## config.mk

```make
export PLATFORM = sky130hd
export DESIGN_NAME = lin_sync_rx
export DESIGN_NICKNAME = d
export VERILOG_FILES = /design/src/rtl/lin_sync_pkg.sv /design/src/rtl/lin_rx_front.sv /design/src/rtl/lin_break_det.sv /design/src/rtl/lin_baud_meas.sv /design/src/rtl/lin_id_rx.sv /design/src/rtl/lin_sync_rx.sv
export SDC_FILE = /design/constraint.sdc
export NUM_CORES = 1
export LEC_CHECK = 0
export BUFFER_PORTS_ARGS = -buffer_cell sky130_fd_sc_hd__buf_2
export CAP_MARGIN = 0
export CORE_MARGIN = 1
export CORE_UTILIZATION = 50
export DETAILED_ROUTE_END_ITERATION = 10
export MAX_ROUTING_LAYER = met4
export PLACE_DENSITY = 0.75
export SETUP_SLACK_MARGIN = 0.15
export SKIP_CTS_REPAIR_TIMING = 1
export SYNTH_ARGS = -nofsm -noshare
export SYNTH_HDL_FRONTEND = slang
export SYNTH_SLANG_ARGS = --single-unit
```

## constraint.sdc

```tcl
create_clock -name clk -period 12.5 [get_ports clk]
set_clock_uncertainty 0.05 [all_clocks]
set_input_delay 1.25 -clock clk [delete_from_list [all_inputs] [get_ports clk]]
set_output_delay 1.25 -clock clk [all_outputs]
set_load 0.02 [all_outputs]
```

## src/rtl/lin_sync_pkg.sv

```systemverilog
package lin_sync_pkg;
  localparam int ID_W  = 6;
  localparam int MAP_W = 2 * (1 << ID_W);

  typedef enum logic [1:0] {ACT_IGNORE = 2'b00, ACT_RECV = 2'b01, ACT_XMIT = 2'b10} act_e;
  typedef enum logic [1:0] {M_IDLE, M_FIRST, M_MEAS} meas_st_e;
  typedef enum logic [1:0] {I_IDLE, I_WAIT, I_DATA} idrx_st_e;

  // expected parity pair {bit7, bit6} for a 6-bit identifier
  function automatic logic [1:0] id_parity(input logic [ID_W-1:0] id);
    return {~(id[1] ^ id[3] ^ id[4] ^ id[5]), id[0] ^ id[1] ^ id[2] ^ id[4]};
  endfunction

  function automatic logic [3:0] id_resp_len(input logic [ID_W-1:0] id);
    case (id[5:4])
      2'b10:   return 4'd4;
      2'b11:   return 4'd8;
      default: return 4'd2;
    endcase
  endfunction
endpackage

```

## src/rtl/lin_rx_front.sv

```systemverilog
module lin_rx_front #(
  parameter int STAGES = 2
) (
  input  logic clk,
  input  logic rst,
  input  logic rx_i,
  output logic lvl_o,
  output logic fall_o,
  output logic rise_o
);
  logic [STAGES:0] sh;

  always_ff @(posedge clk) begin
    if (rst) sh <= '1;
    else     sh <= {sh[STAGES-1:0], rx_i};
  end

  assign lvl_o  = sh[STAGES-1];
  assign fall_o = sh[STAGES] & ~sh[STAGES-1];
  assign rise_o = ~sh[STAGES] & sh[STAGES-1];
endmodule

```

## src/rtl/lin_break_det.sv

```systemverilog
module lin_break_det #(
  parameter int CW       = 16,
  parameter int MIN_BITS = 11
) (
  input  logic          clk,
  input  logic          rst,
  input  logic          lvl_i,
  input  logic          rise_i,
  input  logic [CW-1:0] nom_i,
  output logic          brk_o
);
  localparam int LW = CW + 4;
  logic [LW-1:0] lowcnt;
  logic [LW-1:0] thr;

  assign thr = LW'(nom_i) * LW'(MIN_BITS);

  always_ff @(posedge clk) begin
    if (rst) begin
      lowcnt <= '0;
      brk_o  <= 1'b0;
    end else begin
      brk_o <= rise_i && (lowcnt >= thr);
      if (lvl_i)             lowcnt <= '0;
      else if (lowcnt != '1) lowcnt <= lowcnt + LW'(1);
    end
  end

  // a reported break always follows a long enough dominant run
  assert_break_len_R1: assert property (@(posedge clk) disable iff (rst)
    brk_o |-> ($past(lowcnt) >= $past(thr)));
endmodule

```

## src/rtl/lin_baud_meas.sv

```systemverilog
module lin_baud_meas
  import lin_sync_pkg::*;
#(
  parameter int CW      = 16,
  parameter int EDGES   = 4,
  parameter int SHIFT   = 3,
  parameter int TOL_NUM = 7,
  parameter int TOL_DEN = 50,
  parameter int TO_BITS = 20
) (
  input  logic          clk,
  input  logic          rst,
  input  logic          brk_i,
  input  logic          fall_i,
  input  logic [CW-1:0] nom_i,
  output logic          ok_o,
  output logic          fail_o,
  output logic [CW-1:0] period_o
);
  localparam int MW = CW + SHIFT;
  localparam int TW = CW + 6;
  localparam int XW = CW + 8;
  localparam int EW = $clog2(EDGES + 1);

  meas_st_e      st;
  logic [MW-1:0] cnt;
  logic [TW-1:0] tocnt;
  logic [EW-1:0] nfall;
  logic [CW-1:0] per_w, dev_w, odev_w;
  logic          in_tol, to_hit, out_in_tol;

  assign per_w  = cnt[SHIFT +: CW];
  assign dev_w  = (per_w > nom_i) ? per_w - nom_i : nom_i - per_w;
  assign in_tol = (XW'(dev_w) * XW'(TOL_DEN)) <= (XW'(nom_i) * XW'(TOL_NUM));
  assign to_hit = tocnt >= (TW'(nom_i) * TW'(TO_BITS));

  always_ff @(posedge clk) begin
    if (rst) begin
      st       <= M_IDLE;
      cnt      <= '0;
      tocnt    <= '0;
      nfall    <= '0;
      ok_o     <= 1'b0;
      fail_o   <= 1'b0;
      period_o <= '0;
    end else begin
      ok_o   <= 1'b0;
      fail_o <= 1'b0;
      if (brk_i) begin
        st    <= M_FIRST;
        tocnt <= '0;
      end else begin
        case (st)
          M_FIRST: begin
            if (fall_i) begin
              st    <= M_MEAS;
              cnt   <= MW'(1);
              nfall <= '0;
              tocnt <= '0;
            end else if (to_hit) begin
              fail_o <= 1'b1;
              st     <= M_IDLE;
            end else tocnt <= tocnt + TW'(1);
          end
          M_MEAS: begin
            cnt <= cnt + MW'(1);
            if (fall_i) begin
              tocnt <= '0;
              if (nfall == EW'(EDGES - 1)) begin
                st <= M_IDLE;
                if (in_tol) begin
                  ok_o     <= 1'b1;
                  period_o <= per_w;
                end else fail_o <= 1'b1;
              end else nfall <= nfall + EW'(1);
            end else if (to_hit) begin
              fail_o <= 1'b1;
              st     <= M_IDLE;
            end else tocnt <= tocnt + TW'(1);
          end
          default: ;
        endcase
      end
    end
  end

  assign odev_w     = (period_o > nom_i) ? period_o - nom_i : nom_i - period_o;
  assign out_in_tol = (XW'(odev_w) * XW'(TOL_DEN)) <= (XW'(nom_i) * XW'(TOL_NUM));

  assert_ok_within_tol_R3: assert property (@(posedge clk) disable iff (rst)
    ok_o |-> out_in_tol);
  assert_fail_returns_R4: assert property (@(posedge clk) disable iff (rst)
    fail_o |-> (st == M_IDLE));
endmodule

```

## src/rtl/lin_id_rx.sv

```systemverilog
module lin_id_rx
  import lin_sync_pkg::*;
#(
  parameter int CW      = 16,
  parameter int TO_BITS = 20
) (
  input  logic             clk,
  input  logic             rst,
  input  logic             start_i,
  input  logic             brk_i,
  input  logic             fall_i,
  input  logic             lvl_i,
  input  logic [CW-1:0]    div_i,
  input  logic [CW-1:0]    nom_i,
  input  logic [MAP_W-1:0] map_i,
  output logic [ID_W-1:0]  id_o,
  output logic             valid_o,
  output logic [1:0]       action_o,
  output logic [3:0]       len_o,
  output logic             perr_o
);
  localparam int TW = CW + 6;

  idrx_st_e      st;
  logic [CW:0]   tmr;
  logic [2:0]    bitn;
  logic [7:0]    sh;
  logic [7:0]    byte_w;
  logic [TW-1:0] tocnt;
  logic [1:0]    code_w;
  logic          bad_w;

  assign byte_w = {lvl_i, sh[7:1]};
  assign bad_w  = byte_w[7:6] != id_parity(byte_w[5:0]);
  assign code_w = map_i[{byte_w[5:0], 1'b0} +: 2];

  always_ff @(posedge clk) begin
    if (rst) begin
      st <= I_IDLE; tmr <= '0; bitn <= '0; sh <= '0; tocnt <= '0;
      id_o <= '0; valid_o <= 1'b0; action_o <= ACT_IGNORE; len_o <= '0; perr_o <= 1'b0;
    end else begin
      valid_o <= 1'b0;
      perr_o  <= 1'b0;
      if (brk_i) st <= I_IDLE;
      else begin
        case (st)
          I_IDLE: if (start_i) begin
            st    <= I_WAIT;
            tocnt <= '0;
          end
          I_WAIT: begin
            if (fall_i) begin
              tmr  <= (CW+1)'(div_i) + (CW+1)'(div_i >> 1) - (CW+1)'(1);
              bitn <= '0;
              st   <= I_DATA;
            end else if (tocnt >= TW'(nom_i) * TW'(TO_BITS)) st <= I_IDLE;
            else tocnt <= tocnt + TW'(1);
          end
          I_DATA: begin
            if (tmr == '0) begin
              sh   <= byte_w;
              tmr  <= (CW+1)'(div_i) - (CW+1)'(1);
              bitn <= bitn + 3'd1;
              if (bitn == 3'd7) begin
                st       <= I_IDLE;
                id_o     <= byte_w[5:0];
                len_o    <= id_resp_len(byte_w[5:0]);
                valid_o  <= 1'b1;
                perr_o   <= bad_w;
                action_o <= (bad_w || code_w == 2'b11) ? ACT_IGNORE : code_w;
              end
            end else tmr <= tmr - (CW+1)'(1);
          end
          default: st <= I_IDLE;
        endcase
      end
    end
  end

  assert_perr_ignores_R7: assert property (@(posedge clk) disable iff (rst)
    (valid_o && perr_o) |-> (action_o == ACT_IGNORE));
  assert_action_legal_R6: assert property (@(posedge clk) disable iff (rst)
    valid_o |-> (action_o != 2'b11));
  assert_gated_by_sync_R5: assert property (@(posedge clk) disable iff (rst)
    (st == I_WAIT && $past(st) == I_IDLE) |-> $past(start_i));
endmodule

```

## src/rtl/lin_sync_rx.sv

```systemverilog
module lin_sync_rx
  import lin_sync_pkg::*;
#(
  parameter int CW = 16
) (
  input  logic             clk,
  input  logic             rst,
  input  logic             rx_i,
  input  logic [CW-1:0]    nom_period_i,
  input  logic [MAP_W-1:0] act_map_i,
  output logic [CW-1:0]    divisor_o,
  output logic             sync_ok_o,
  output logic             sync_fail_o,
  output logic [ID_W-1:0]  id_o,
  output logic             id_valid_o,
  output logic [1:0]       action_o,
  output logic [3:0]       resp_len_o,
  output logic             parity_err_o
);
  logic lvl, fall, rise, brk;

  lin_rx_front #(.STAGES(2)) u_front (
    .clk(clk), .rst(rst), .rx_i(rx_i), .lvl_o(lvl), .fall_o(fall), .rise_o(rise));

  lin_break_det #(.CW(CW), .MIN_BITS(11)) u_brk (
    .clk(clk), .rst(rst), .lvl_i(lvl), .rise_i(rise), .nom_i(nom_period_i), .brk_o(brk));

  lin_baud_meas #(.CW(CW)) u_meas (
    .clk(clk), .rst(rst), .brk_i(brk), .fall_i(fall), .nom_i(nom_period_i),
    .ok_o(sync_ok_o), .fail_o(sync_fail_o), .period_o(divisor_o));

  lin_id_rx #(.CW(CW)) u_id (
    .clk(clk), .rst(rst), .start_i(sync_ok_o), .brk_i(brk), .fall_i(fall), .lvl_i(lvl),
    .div_i(divisor_o), .nom_i(nom_period_i), .map_i(act_map_i), .id_o(id_o),
    .valid_o(id_valid_o), .action_o(action_o), .len_o(resp_len_o), .perr_o(parity_err_o));

  assert_sync_excl_R2: assert property (@(posedge clk) disable iff (rst)
    $onehot0({sync_ok_o, sync_fail_o}));
endmodule

```

==> metrics <==
Detail Route Antenna Nets 0; global-route usage over all layers 28.39%; flop2flop setup slack 3.72 ns; Slew @ Worst Pin 1.289 ns; R2R depth 31; Post-synth EDFFs 0; critical path peak fanout 24; Post-DP HPWL 37520 um; WP buf/inv 3; root buf cell clkbuf_16; RSZ-0062 raised after global routing false; Routed WL per cell 17.73 um; # Max-Cap Violations 0; design area 0.01878 mm^2; dominant synthesized flop cell dfxtp_1; die area 0.03463 mm^2; Synth Instances 2060; Core Region 0.03345 mm^2; R2R Path Start u_meas.cnt[3]; flops & latches, synth 152; final net count 2652; crit share post-route 75.41%; reg2reg end u_meas.period_o[7]; Final Critical Period 9.426 ns; Largest delay share family, worst path simple AND/OR/NAND/NOR gates; first-pass GRT wire length 75990 um; fillcell total 3019; Critical Path Slowest Stage Cell ha_1; clk sink count 152; first-pass iteration count of the detailed router 6; CTS H-tree lvls 4; Place WS 2.878 ns; Post-synth ARST share 0%; clock latency on the worst-skew pair 0.44 ns; Max VDD drop 62.87 uV; largest net degree at the start of global routing 78; layer carrying the most global-route usage met2; Ys Warns 0; Data required, critical path 12.73 ns; worst setup path start nom_period_i[10]; sequential fraction of the synthesis area 17.96%; n_diodes 0; gpl congestion 0.9674; clock buffer depth 2; pins over their slew limit 0; layout cells sized above 1 13.06%; met3 usage 3.326%; Max Clk Rate 106.1 MHz; die width 186.1 um; Hold Path Class reg2reg; die height 186.1 um; met2 usage 44.30%; CTS tree yes; TNS Setup 0 ns; final hold vios 0; clk slew on worst S/H paths 0.07 ns; CP Capture Type register; slew margin rel. 13.53%; Syn Std Cell Area 0.01695 mm^2; routed wire length 47040 um; WP data arrival 9.65 ns; area growth from synthesis to layout 10.80%; worst stage delay on the critical path 0.52 ns; pwr dens 106.1 mW/mm^2; DRC Markers 0; status finished, final reports clean; vias in the first global route 15180; met1 Usage GRT 37.59%; Avg Cell Area, Syn 8.226 um^2; Levels on crit path 30; row count 67; placed cell areas 0.01817 mm^2; Setup WS post-layout 3.074 ns; via count 15740; Worst setup endpoint u_meas.period_o[7]; commonest non-fill, non-tap cells in the layout ha_1 (267), inv_1 (217), buf_2 (177); syn_nets 2520; Yosys cell types 78; endpoints failing setup 0; drt via density 5.934; crit path launch type input port; static leakage 8.638 nW; commonest non-fill, non-tap cell in the layout ha_1; initial antenna violation count 1; CTS Buf Count 17; gr ovfl total 0; I/O Buffers 177; Initial Util 50.66%; io pins 179; Crit Path Class in2reg; Initial DRC Count 1059
through the flow:
| stage | hold WS (ns) | power, mW | util, % | instances |
|---|---|---|---|---|
| floorplan | 0.3395 | 1.204 | - | 2060 |
| detailed placement | 0.3476 | 1.447 | 54.33 | 2621 |
| finish | 0.3713 | 1.993 | 56.14 | 2653 |
| global placement | 0.3502 | 1.422 | 54.33 | 2621 |
| global route | 0.3894 | 2.146 | 56.14 | 2653 |
| CTS | 0.3746 | 1.989 | 56.14 | 2653 |
registers in the layout, summed over array words and instances, names as in the netlist:
name             count
u_brk.brk_o          1
u_brk.lowcnt        20
u_front.sh           3
u_id.action_o        2
u_id.bitn            3
u_id.id_o            6
u_id.len_o           3
u_id.perr_o          1
u_id.sh              7
u_id.st              2
u_id.tmr            17
u_id.tocnt          22
u_id.valid_o         1
u_meas.cnt          19
u_meas.fail_o        1
u_meas.nfall         3
u_meas.ok_o          1
u_meas.period_o     16
u_meas.st            2
u_meas.tocnt        22
worst register-to-register path, delay by kind of cell, from the launching register on:
kind	cells	cell delay, ns
compound gates	15	3.16
fa+ha+maj	7	2.43
buf+inv	3	0.50
simple gates	4	1.76
flops	1	0.37
xor+xnor	2	0.38
power breakdown:
group | switching [mW] | internal (mW)
registers | 0.000501 | 0.485
logic | 0.566 | 0.409
clock network | 0.231 | 0.302
cell usage after synthesis, types with 46 or more instances:
cell type	n	area [um^2]
a21o_1	56	420.4
a21oi_1	171	855.8
clkbuf_1	54	202.7
dfxtp_1	152	3043
fa_1	46	920.9
ha_1	267	3341
inv_1	217	814.5
nand2_1	129	484.2
nand3_1	73	365.4
nor2_1	160	600.6
nor3_1	55	275.3
o21ai_0	92	460.4
xnor2_1	72	630.6
xor2_1	60	525.5
cells by family (layout without fill, tap and decap cells):
| group | count (synthesis) | count (layout) | share of synthesized area, % |
|---|---|---|---|
| buffers and inverters | 289 | 434 | 6.505 |
| XOR/XNOR | 132 | 132 | 6.822 |
| AO/OA/AOI/OAI | 493 | 493 | 18.57 |
| other | 1 | 1 | 0.02213 |
| adder cells (fa/ha/maj) | 313 | 313 | 25.15 |
| multiplexers | 65 | 65 | 6.962 |
| AND/OR/NAND/NOR | 615 | 615 | 18.02 |
| flip-flops | 152 | 152 | 17.96 |
metal layers:
layer	wire, um	up-vias	part of all wire, %
met3	2439	99	5.2
met5	0	-	0
met1	21050	7481	45
li1	-	7662	-
met2	22090	502	47
met4	1459	0	3.1
worst min path at each step:
stage / startpoint / end / slack [ns] / depth (start not counted)
after floorplan: u_front.sh[0] / u_front.sh[1] / 0.34 / 1
after global placement: u_front.sh[0] / u_front.sh[1] / 0.35 / 1
after detailed placement: u_front.sh[0] / u_front.sh[1] / 0.35 / 1
final: u_front.sh[0] / u_front.sh[1] / 0.37 / 1
after global routing: u_front.sh[0] / u_front.sh[1] / 0.39 / 1
after CTS: u_front.sh[0] / u_front.sh[1] / 0.37 / 1
area by class of cell:
| cell class | count | area, um^2 | share of cell area (%) |
|---|---|---|---|
| sequential | 152 | 3044 | 16.21 |
| clock buffer | 17 | 425.4 | 2.266 |
| timing repair buffer | 185 | 945.9 | 5.038 |
| inverter | 217 | 814.5 | 4.338 |
| clock inverter | 15 | 180.2 | 0.9596 |
| multi-input combinational | 1619 | 12810 | 68.20 |
| tap | 448 | 560.5 | 2.985 |
(Power assumes the default switching activity.)
